--- config.mk ---
export PLATFORM = sky130hd
export DESIGN_NAME = can_err_tracker
export DESIGN_NICKNAME = d
export VERILOG_FILES = /design/src/rtl/can_err_pkg.sv /design/src/rtl/can_err_flags.sv /design/src/rtl/can_err_code.sv /design/src/rtl/can_err_irq.sv /design/src/rtl/can_err_tracker.sv
export SDC_FILE = /design/constraint.sdc
export NUM_CORES = 1
export LEC_CHECK = 0
export ABC_CLOCK_PERIOD_IN_PS = 2230
export BUFFER_PORTS_ARGS = -buffer_cell sky130_fd_sc_hd__buf_4
export CAP_MARGIN = 40
export CORE_MARGIN = 3
export CORE_UTILIZATION = 40
export CTS_CLUSTER_DIAMETER = 120
export DETAILED_ROUTE_END_ITERATION = 6
export PLACE_DENSITY = 0.81
export SYNTH_ARGS = -nofsm -noshare
export SYNTH_HDL_FRONTEND = slang
export SYNTH_SLANG_ARGS = --single-unit
--- constraint.sdc ---
create_clock -name clk -period 2.23 [get_ports clk]
set_clock_uncertainty 0.15 [all_clocks]
set_input_delay 0 -clock clk [delete_from_list [all_inputs] [get_ports clk]]
set_output_delay 0 -clock clk [all_outputs]
set_load 0.03 [all_outputs]
--- src/rtl/can_err_pkg.sv ---
package can_err_pkg;

  typedef logic [2:0] lec_t;

  localparam lec_t LEC_NONE = 3'd0;
  localparam lec_t LEC_BIT0 = 3'd5;
  localparam lec_t LEC_MAXV = 3'd6;

  localparam logic [15:0] INT_ID_STATUS = 16'h8000;

  typedef struct packed {
    logic boff;
    logic ewarn;
    logic epass;
  } err_flags_t;

endpackage

--- src/rtl/can_err_flags.sv ---
module can_err_flags
  import can_err_pkg::*;
#(
  parameter int TX_W     = 9,
  parameter int RX_W     = 8,
  parameter int WARN_LIM = 96,
  parameter int PASS_LIM = 127,
  parameter int BOFF_LIM = 255
) (
  input  logic            clk,
  input  logic            rst_n,
  input  logic [TX_W-1:0] tx_cnt,
  input  logic [RX_W-1:0] rx_cnt,
  input  logic            recov_done,
  output err_flags_t      flags_q,
  output logic            flags_chg
);

  localparam logic [TX_W-1:0] TX_WARN = TX_W'(WARN_LIM);
  localparam logic [RX_W-1:0] RX_WARN = RX_W'(WARN_LIM);
  localparam logic [TX_W-1:0] TX_PASS = TX_W'(PASS_LIM);
  localparam logic [RX_W-1:0] RX_PASS = RX_W'(PASS_LIM);
  localparam logic [TX_W-1:0] TX_BOFF = TX_W'(BOFF_LIM);

  err_flags_t flags_d;

  always_comb begin
    flags_d.ewarn = (tx_cnt >= TX_WARN) || (rx_cnt >= RX_WARN);
    flags_d.epass = (tx_cnt > TX_PASS) || (rx_cnt > RX_PASS);
    if (flags_q.boff) flags_d.boff = !recov_done;
    else              flags_d.boff = (tx_cnt > TX_BOFF);
    flags_chg = (flags_d != flags_q);
  end

  always_ff @(posedge clk or negedge rst_n) begin
    if (!rst_n)         flags_q <= '0;
    else if (flags_chg) flags_q <= flags_d;
  end


  boff_hold_chk: assert property (@(posedge clk) disable iff (!rst_n)
    flags_q.boff && !recov_done |=> flags_q.boff);

  warn_set_chk: assert property (@(posedge clk) disable iff (!rst_n)
    (tx_cnt >= TX_WARN) |=> flags_q.ewarn);

  pass_clr_chk: assert property (@(posedge clk) disable iff (!rst_n)
    (tx_cnt <= TX_PASS) && (rx_cnt <= RX_PASS) |=> !flags_q.epass);

endmodule

--- src/rtl/can_err_code.sv ---
module can_err_code
  import can_err_pkg::*;
(
  input  logic       clk,
  input  logic       rst_n,
  input  logic       ev_tx_ok,
  input  logic       ev_rx_ok,
  input  logic       err_evt,
  input  lec_t       err_code,
  input  logic       recov_tick,
  input  logic       boff,
  input  logic       sw_wr,
  input  logic [4:0] sw_data,
  output lec_t       lec_q,
  output logic       txok_q,
  output logic       rxok_q,
  output logic       hw_code_wr
);

  lec_t lec_d;
  logic txok_d, rxok_d;
  logic err_ok, tick_ok, upd_en;

  always_comb begin
    err_ok     = err_evt && (err_code != LEC_NONE) && (err_code <= LEC_MAXV);
    tick_ok    = recov_tick && boff;
    hw_code_wr = err_ok || tick_ok;
    if (err_ok)       lec_d = err_code;
    else if (tick_ok) lec_d = LEC_BIT0;
    else if (sw_wr)   lec_d = sw_data[2:0];
    else              lec_d = lec_q;
    txok_d = ev_tx_ok || (sw_wr ? sw_data[3] : txok_q);
    rxok_d = ev_rx_ok || (sw_wr ? sw_data[4] : rxok_q);
    upd_en = hw_code_wr || sw_wr || ev_tx_ok || ev_rx_ok;
  end

  always_ff @(posedge clk or negedge rst_n) begin
    if (!rst_n) begin
      lec_q  <= LEC_NONE;
      txok_q <= 1'b0;
      rxok_q <= 1'b0;
    end else if (upd_en) begin
      lec_q  <= lec_d;
      txok_q <= txok_d;
      rxok_q <= rxok_d;
    end
  end


  lec_load_chk: assert property (@(posedge clk) disable iff (!rst_n)
    err_evt && (err_code != 3'd0) && (err_code != 3'd7) |=> lec_q == $past(err_code));

  txok_set_chk: assert property (@(posedge clk) disable iff (!rst_n)
    ev_tx_ok |=> txok_q);

  recov_tick_chk: assert property (@(posedge clk) disable iff (!rst_n)
    recov_tick && boff && !err_evt |=> lec_q == 3'd5);

endmodule

--- src/rtl/can_err_irq.sv ---
module can_err_irq
  import can_err_pkg::*;
(
  input  logic        clk,
  input  logic        rst_n,
  input  logic        mod_en,
  input  logic        sc_en,
  input  logic        err_en,
  input  logic        ok_evt,
  input  logic        hw_code_wr,
  input  logic        flags_chg,
  input  logic        rd_ack,
  output logic        irq,
  output logic [15:0] int_id
);

  logic pend_q, pend_d, cause, pend_en;

  always_comb begin
    cause   = (sc_en && (ok_evt || hw_code_wr)) || (err_en && flags_chg);
    pend_d  = cause || (pend_q && !rd_ack);
    pend_en = cause || rd_ack;
    irq     = pend_q && mod_en;
    int_id  = irq ? INT_ID_STATUS : 16'h0000;
  end

  always_ff @(posedge clk or negedge rst_n) begin
    if (!rst_n)       pend_q <= 1'b0;
    else if (pend_en) pend_q <= pend_d;
  end


  rd_clear_chk: assert property (@(posedge clk) disable iff (!rst_n)
    rd_ack && !cause |=> !pend_q);

  sc_raise_chk: assert property (@(posedge clk) disable iff (!rst_n)
    sc_en && ok_evt |=> pend_q);

  hold_chk: assert property (@(posedge clk) disable iff (!rst_n)
    pend_q && !rd_ack |=> pend_q);

endmodule

--- src/rtl/can_err_tracker.sv ---
module can_err_tracker
  import can_err_pkg::*;
#(
  parameter int TX_W     = 9,
  parameter int RX_W     = 8,
  parameter int WARN_LIM = 96,
  parameter int PASS_LIM = 127,
  parameter int BOFF_LIM = 255
) (
  input  logic            clk,
  input  logic            rst_n,
  input  logic [TX_W-1:0] tx_cnt_i,
  input  logic [RX_W-1:0] rx_cnt_i,
  input  logic            tx_ok_i,
  input  logic            rx_ok_i,
  input  logic            err_evt_i,
  input  logic [2:0]      err_code_i,
  input  logic            recov_tick_i,
  input  logic            recov_done_i,
  input  logic            ctrl_wr_i,
  input  logic [3:1]      ctrl_wdata_i,
  input  logic            stat_wr_i,
  input  logic [4:0]      stat_wdata_i,
  input  logic            stat_rd_i,
  output logic [7:0]      stat_o,
  output logic [15:0]     errcnt_o,
  output logic [15:0]     int_id_o,
  output logic            irq_o
);

  localparam logic [RX_W-1:0] RX_PASS = RX_W'(PASS_LIM);

  logic [1:0] rst_sync_q;
  logic       rst_int_n;
  logic [3:1] ctrl_q;
  err_flags_t flags_q;
  logic       flags_chg, hw_code_wr, txok_q, rxok_q;
  lec_t       lec_q;

  always_ff @(posedge clk or negedge rst_n) begin
    if (!rst_n) rst_sync_q <= 2'b00;
    else        rst_sync_q <= {rst_sync_q[0], 1'b1};
  end
  assign rst_int_n = rst_sync_q[1];

  always_ff @(posedge clk or negedge rst_int_n) begin
    if (!rst_int_n)     ctrl_q <= '0;
    else if (ctrl_wr_i) ctrl_q <= ctrl_wdata_i;
  end

  can_err_flags #(
    .TX_W(TX_W), .RX_W(RX_W), .WARN_LIM(WARN_LIM),
    .PASS_LIM(PASS_LIM), .BOFF_LIM(BOFF_LIM)
  ) u_flags (
    .clk(clk), .rst_n(rst_int_n), .tx_cnt(tx_cnt_i), .rx_cnt(rx_cnt_i),
    .recov_done(recov_done_i), .flags_q(flags_q), .flags_chg(flags_chg)
  );

  can_err_code u_code (
    .clk(clk), .rst_n(rst_int_n), .ev_tx_ok(tx_ok_i), .ev_rx_ok(rx_ok_i),
    .err_evt(err_evt_i), .err_code(err_code_i), .recov_tick(recov_tick_i),
    .boff(flags_q.boff), .sw_wr(stat_wr_i), .sw_data(stat_wdata_i),
    .lec_q(lec_q), .txok_q(txok_q), .rxok_q(rxok_q), .hw_code_wr(hw_code_wr)
  );

  can_err_irq u_irq (
    .clk(clk), .rst_n(rst_int_n), .mod_en(ctrl_q[1]), .sc_en(ctrl_q[2]),
    .err_en(ctrl_q[3]), .ok_evt(tx_ok_i || rx_ok_i), .hw_code_wr(hw_code_wr),
    .flags_chg(flags_chg), .rd_ack(stat_rd_i), .irq(irq_o), .int_id(int_id_o)
  );

  assign stat_o   = {flags_q.boff, flags_q.ewarn, flags_q.epass, rxok_q, txok_q, lec_q};
  assign errcnt_o = {(rx_cnt_i > RX_PASS), rx_cnt_i[6:0], tx_cnt_i[7:0]};


  sw_flags_kept_chk: assert property (@(posedge clk) disable iff (!rst_int_n)
    stat_wr_i && !flags_chg |=> stat_o[7:5] == $past(stat_o[7:5]));

endmodule

==> impl_results.md, run 1 <==
- Outcome: finished clean
- Number of synthesized flops with an enable pin: 0
- Initial antenna violation count: 0
- Routability cong.: 0.769
- Iteration count of the initial detailed-routing pass: 4
- Lkg Pwr: 0.000685 uW
- Worst-path fanout max: 2
- Endpoint required time on the critical path: 2.23 ns
- Synth top cells by count: sky130_fd_sc_hd__buf_4, sky130_fd_sc_hd__dfrtp_1, sky130_fd_sc_hd__a21oi_1
- Number of I/O pins: 79
- Endpoints failing setup: 0
- Clk pwr share: 18.4%
- Slowest cell on the critical path: sky130_fd_sc_hd__dlygate4sd3_1
- WL final: 2.43 mm
- Placed Area: 1030 um^2
- Max-cap viol count: 0
- First-pass GRT wire length: 3.71 mm
- Number of hold violations in the final report: 0
- Residual DRC count: 0
- VDD IR-drop max: 0.343 mV
- Share of synthesized area occupied by flip-flops and latches: 39.6%
- Dpl cells: 141
- Worst path buffer plus inverter count: 4
- Flip-flop and latch count after synthesis: 14
- Sequential cell area: 350 um^2
- Family of cells with the greatest summed delay on the critical path: buffers and inverters
- Number of instances resized during post-cts repair: 0
- Net switching power: 260 uW
- Pin count of the biggest net entering global routing: 13
- Signed area change from the synthesized netlist to the final layout: 62.1%
- Post-layout minimum cycle time: 2.18 ns
- Synth cell types: 24
- Placement row count: 16
- Routed Antenna Nets: 0
- GR Layer Usage met2: 35.5%
- Final Max Slew Viols: 0
- F_max: 0.459 GHz
- Number of standard cells in the layout, taps in and fillers out: 182
- Peak per-stage delay on the critical path: 0.63 ns
- Fin nets: 195
- Number of fill cells: 145
- Average footprint of a synthesized cell: 9.51 um^2
- Buffers added on ports: 43
- Die Area: 2810 um^2
- Number of global-route vias before repair: 891
- Most prevalent standard cell on the critical path: sky130_fd_sc_hd__dlygate4sd3_1
- Total internal power: 483 uW
- Top cells by area in the synthesized netlist: sky130_fd_sc_hd__dfrtp_1, sky130_fd_sc_hd__buf_4, sky130_fd_sc_hd__mux2_2
- # clock sinks: 14
- Combined area of the multi-input logic cells: 313 um^2
- Placeable core region: 2020 um^2
- Register share of total power: 40.0%
- Fraction of power spent switching nets: 35.0%
- Die Width: 53.0 um
- Final TNS setup: 0 ns
- Routed wire per std cell: 13.3 um
- Dominant cell by count in the synthesized netlist: sky130_fd_sc_hd__buf_4
- Detailed placer's ending HPWL: 1.54 mm
- CTS Buffer Depth: 2
- Source-to-sink clock delay at the later pin of the worst-skew pair: 0.27 ns
- Fraction of final layout cells with drive strength greater than 1: 32.9%
- Cell accounting for the most synthesized area: sky130_fd_sc_hd__dfrtp_1
- Clock edge transition at the registers on the reported setup and hold paths: 0.07 ns
- Main flop type after synthesis: sky130_fd_sc_hd__dfrtp_1
- Post-Synthesis Cells: 93
- Summed area of non-filler cells in the final layout: 1430 um^2
- Final core utilization: 70.9%
- Power density cells: 518 nW/um^2
- Met3 usage: 4.23%
- Post-route fraction of the period consumed by the critical path: 97.7%
- CTS tree: yes
- Setup CP Type: primary input to flip-flop
- Detail-routed via count per cell: 4.58
- Worst min path class: primary input to flip-flop
- Overall die height: 53.0 um
- Yosys top cell area share: 39.6%
- Overflow left after global routing: 0
- Total inserted antenna cells: 0
- Startpoint types: primary input
- Most crowded layer after global routing: met2
- Post-Syn Area: 885 um^2
- Cell chain of the critical path: dlygate4sd3_1, buf_4, nor3_1, dlygate4sd3_1, nand2_1, dlygate4sd3_1
- Asr flop ratio synth: 100%
- H-tree depth reported by CTS: 1
- Iteration-0 DRC count of the detailed router: 3
- Root Buffer: sky130_fd_sc_hd__clkbuf_4
- Worst endpoint data arrival time: 2.18 ns
- GRT Total Usage: 18.0%
- Initial standard-cell utilization of the core: 43.7%
- Total clock buffers created by CTS: 3
- Comb pwr share: 41.6%
- Number of warnings printed during yosys synthesis: 0
- GR Layer Usage met1: 17.7%
- Critical Path Sink Type: flip-flop
- Setup repair after global routing missed its margin: false
- Count of vias placed by the detailed router: 834
==> tightest hold or removal path, stage by stage <==
cell and delay [ns]:
sky130_fd_sc_hd__buf_4 0.08, sky130_fd_sc_hd__a32o_2 0.17, sky130_fd_sc_hd__a21oi_1 0.08, sky130_fd_sc_hd__o21ai_0 0.06
==> cell type report <==
cell class	count	area share, %
clock buffer	3	1.57
inverter	3	0.785
multi-input combinational	54	21.8
sequential	14	24.4
tap	27	2.36
timing repair buffer	81	49.0
==> metal layers <==
metal  vias up  routed length (um)
met4         0                  48
li1        385                   -
met1       377                 797
met2        66                1260
met3         6                 322
met5         -                   0
==> final timing paths <==
path,startpoint,to,slack (ns),cells after the start
worst max-delay path,rx_cnt_i[7],u_flags.flags_q[1],0.05,6
worst min-delay path,recov_tick_i,u_irq.pend_q,0.009,4
worst max register to register,u_flags.flags_q[2],u_code.lec_q[1],0.41,3
worst min register to register,rst_sync_q[1],ctrl_q[1],0.05,0
max in group asynchronous,rst_n,rst_sync_q[1],1.37,3
min in group asynchronous,rst_sync_q[1],ctrl_q[1],0.05,0
==> cells in the final DEF (no fill, tap or decap) <==
cell	instances
sky130_fd_sc_hd__o32a_1	1
sky130_fd_sc_hd__mux2_2	4
sky130_fd_sc_hd__nor4_1	1
sky130_fd_sc_hd__nor3_1	1
sky130_fd_sc_hd__buf_4	43
sky130_fd_sc_hd__clkbuf_4	3
sky130_fd_sc_hd__and2_1	1
sky130_fd_sc_hd__dfrtp_1	14
sky130_fd_sc_hd__nor3b_1	2
sky130_fd_sc_hd__nand3_1	1
sky130_fd_sc_hd__o2bb2ai_1	2
sky130_fd_sc_hd__nor2b_1	2
sky130_fd_sc_hd__conb_1	16
sky130_fd_sc_hd__nor2_1	4
sky130_fd_sc_hd__a21oi_1	6
sky130_fd_sc_hd__nand2_1	3
sky130_fd_sc_hd__xnor2_1	1
sky130_fd_sc_hd__o31ai_1	1
sky130_fd_sc_hd__o21ai_0	3
sky130_fd_sc_hd__a211o_1	2
sky130_fd_sc_hd__a32o_2	1
sky130_fd_sc_hd__dlygate4sd3_1	38
sky130_fd_sc_hd__or3_1	1
sky130_fd_sc_hd__a22oi_1	1
sky130_fd_sc_hd__inv_1	3
==> state kept, by name, summed over array words and instances (netlist names) <==
register         flops
u_code.rxok_q        1
u_flags.flags_q      3
ctrl_q               3
u_code.lec_q         3
u_irq.pend_q         1
rst_sync_q           2
u_code.txok_q        1
==> what timing repair did <==
item | CTS | global route
buffers inserted | 0 | 0
hold endpoints to repair | 24 | 0
endpoints found under the setup margin | 0 | 1
hold buffers | 38 | 0
==> metrics by stage <==
step	hold WS (ns)	power, uW	setup WS [ns]
final	0.00877	743	0.0514
after detailed placement	-0.364	525	0.828
after floorplan	-0.446	501	0.898
after CTS	0.00303	747	0.0530
after global placement	-0.367	520	0.857
after global routing	0.0717	785	0.0187
==> logic make-up after synthesis <==
kind of cell / after synthesis / synth area share (%)
AND/OR/NAND/NOR: 16 / 9.33
AO/OA/AOI/OAI: 17 / 13.2
XOR/XNOR: 1 / 0.990
other: 2 / 0.849
flip-flops: 14 / 39.6
buffers and inverters: 39 / 31.0
multiplexers: 4 / 5.09
==> power groups by stage <==
stage / registers (uW) / logic (uW) / clock network, uW
floorplan: 315 / 186 / 0
global placement: 301 / 219 / 0
detailed placement: 302 / 222 / 0
CTS: 297 / 306 / 143
global route: 301 / 332 / 151
finish: 297 / 309 / 137
Note: power is estimated with default switching activity, not from simulation.
==> inputs of run 2 (changes only) <==
--- a/config.mk
+++ b/config.mk
@@ -13,6 +13,7 @@
 export CTS_CLUSTER_DIAMETER = 120
 export DETAILED_ROUTE_END_ITERATION = 6
 export PLACE_DENSITY = 0.81
+export RECOVER_POWER = 50
 export SYNTH_ARGS = -nofsm -noshare
 export SYNTH_HDL_FRONTEND = slang
 export SYNTH_SLANG_ARGS = --single-unit
==> run 2 against run 1 <==
Final cell count is the same. Non-clock buffer count is the same. Sequential cell count is the same. Combinational power shrank 1%. Sequential share of layout area grew 0.32 points. Critical path depth is the same. Die area is the same. Worst hold slack is essentially flat. Wire length shrank 0.25%. Critical endpoint unchanged.
==> impl_results.md, run 2 (synthesis gave the netlist of run 1 again) <==
- Die Width: 53.0 um
- Number of hold violations in the final report: 0
- Max-cap viol count: 0
- Clock edge transition at the registers on the reported setup and hold paths: 0.07 ns
- Signed area change from the synthesized netlist to the final layout: 60.0%
- Overall die height: 53.0 um
- Total clock buffers created by CTS: 3
- Pin count of the biggest net entering global routing: 13
- Number of global-route vias before repair: 891
- Lkg Pwr: 0.000667 uW
- Post-layout minimum cycle time: 2.18 ns
- Detailed placer's ending HPWL: 1.54 mm
- Count of vias placed by the detailed router: 834
- Post-route fraction of the period consumed by the critical path: 97.6%
- Routed Antenna Nets: 0
- Final TNS setup: 0 ns
- First-pass GRT wire length: 3.71 mm
- Total inserted antenna cells: 0
- Peak per-stage delay on the critical path: 0.63 ns
- H-tree depth reported by CTS: 1
- Fin nets: 195
- Worst endpoint data arrival time: 2.18 ns
- Most prevalent standard cell on the critical path: sky130_fd_sc_hd__dlygate4sd3_1
- GRT Total Usage: 18.0%
- Total power: 739 uW
- Critical Path Sink Type: flip-flop
- Outcome: finished clean
- WL final: 2.42 mm
- Slowest cell on the critical path: sky130_fd_sc_hd__dlygate4sd3_1
- Routability cong.: 0.769
- Buffers added on ports: 43
- Dpl cells: 141
- Highest-count cells in the layout ignoring fill and taps: sky130_fd_sc_hd__dlygate4sd3_1, sky130_fd_sc_hd__buf_4, sky130_fd_sc_hd__conb_1, sky130_fd_sc_hd__dfrtp_1, sky130_fd_sc_hd__a21oi_1
- Initial standard-cell utilization of the core: 43.7%
- Iteration count of the initial detailed-routing pass: 4
- Fraction of final layout cells with drive strength greater than 1: 29.7%
- Number of I/O pins: 79
- Endpoints failing setup: 0
- Overflow left after global routing: 0
- Largest registers: ctrl_q (3), u_code.lec_q (3), u_flags.flags_q (3)
- VDD IR-drop max: 0.343 mV
- Detail-routed via count per cell: 4.58
- Routed wire per std cell: 13.3 um
- Final Max Slew Viols: 0
- Worst path buffer plus inverter count: 4
- Number of standard cells in the layout, taps in and fillers out: 182
- Power density cells: 522 nW/um^2
- Residual DRC count: 0
- Worst min path class: primary input to flip-flop
- Cell chain of the critical path: dlygate4sd3_1, buf_4, nor3_1, dlygate4sd3_1, nand2_1, dlygate4sd3_1
- Root Buffer: sky130_fd_sc_hd__clkbuf_4
- Setup repair after global routing missed its margin: false
- Endpoint required time on the critical path: 2.23 ns
- Placement row count: 16
- Initial antenna violation count: 0
- F_max: 0.460 GHz
- Startpoint types: primary input
- Slack of the worst reg-to-reg path: 0.41 ns
- Worst-path fanout max: 2
- Commonest non-fill, non-tap cell in the layout: sky130_fd_sc_hd__dlygate4sd3_1
- # clock sinks: 14
- CTS Buffer Depth: 2
- Die Area: 2810 um^2
- Setup CP Type: primary input to flip-flop
- Placeable core region: 2020 um^2
- Family of cells with the greatest summed delay on the critical path: buffers and inverters
- Source-to-sink clock delay at the later pin of the worst-skew pair: 0.27 ns
- CTS tree: yes
- Iteration-0 DRC count of the detailed router: 3
[run 2: layer usage]
metal | global-route usage, % | up-vias | part of all wire [%]
met1 | 17.7 | 377 | 33
met4 | 6.38 | 0 | 2.0
li1 | - | 385 | -
met5 | 0 | - | 0
met2 | 35.5 | 66 | 52
met3 | 4.23 | 6 | 13
[run 2: final timing paths]
check / startpoint / end / cells after the start
max: rx_cnt_i[7] / u_flags.flags_q[1] / 6
min: recov_tick_i / u_irq.pend_q / 4
max in group asynchronous: rst_n / rst_sync_q[1] / 3
max reg2reg: u_flags.flags_q[2] / u_code.lec_q[1] / 3
min reg2reg: rst_sync_q[1] / ctrl_q[1] / 0
min in group asynchronous: rst_sync_q[1] / ctrl_q[1] / 0
[run 2: worst min-delay path: stages]
cell and delay, ns:
sky130_fd_sc_hd__buf_4 0.08, sky130_fd_sc_hd__a32o_2 0.17, sky130_fd_sc_hd__a21oi_1 0.08, sky130_fd_sc_hd__o21ai_0 0.06
[run 2: final cells by class]
cell class / count / area, um^2
timing repair buffer: 81 / 684
fill: 155 / 607
sequential: 14 / 350
multi-input combinational: 54 / 313
tap: 27 / 33.8
clock buffer: 3 / 22.5
inverter: 3 / 11.3
[run 2: what timing repair did]
| item | CTS | global route |
|---|---|---|
| endpoints found under the hold margin | 24 | 0 |
| gates resized for setup | 0 | 0 |
| hold buffers | 38 | 0 |
| setup endpoints to repair | 0 | 1 |
| buffers inserted | 0 | 0 |
[run 2: metrics by stage]
stage / setup slack, ns / utilization (%) / cell area, um^2 / hold WS, ns
2_1_floorplan: 0.898 / - / 937 / -0.446
3_3_place_gp: 0.857 / 51.0 / 1030 / -0.367
3_5_place_dp: 0.828 / 51.0 / 1030 / -0.364
4_1_cts: 0.0530 / 70.9 / 1430 / 0.00303
5_1_grt: 0.0187 / 70.0 / 1420 / 0.0717
6_report: 0.0540 / 70.0 / 1420 / 0.00874
[run 2: report_power, final]
| group | internal (uW) | switching (uW) | total, uW |
|---|---|---|---|
| Sequential | 277 | 20.0 | 297 |
| Combinational | 139 | 165 | 305 |
| Clock | 62.5 | 74.6 | 137 |
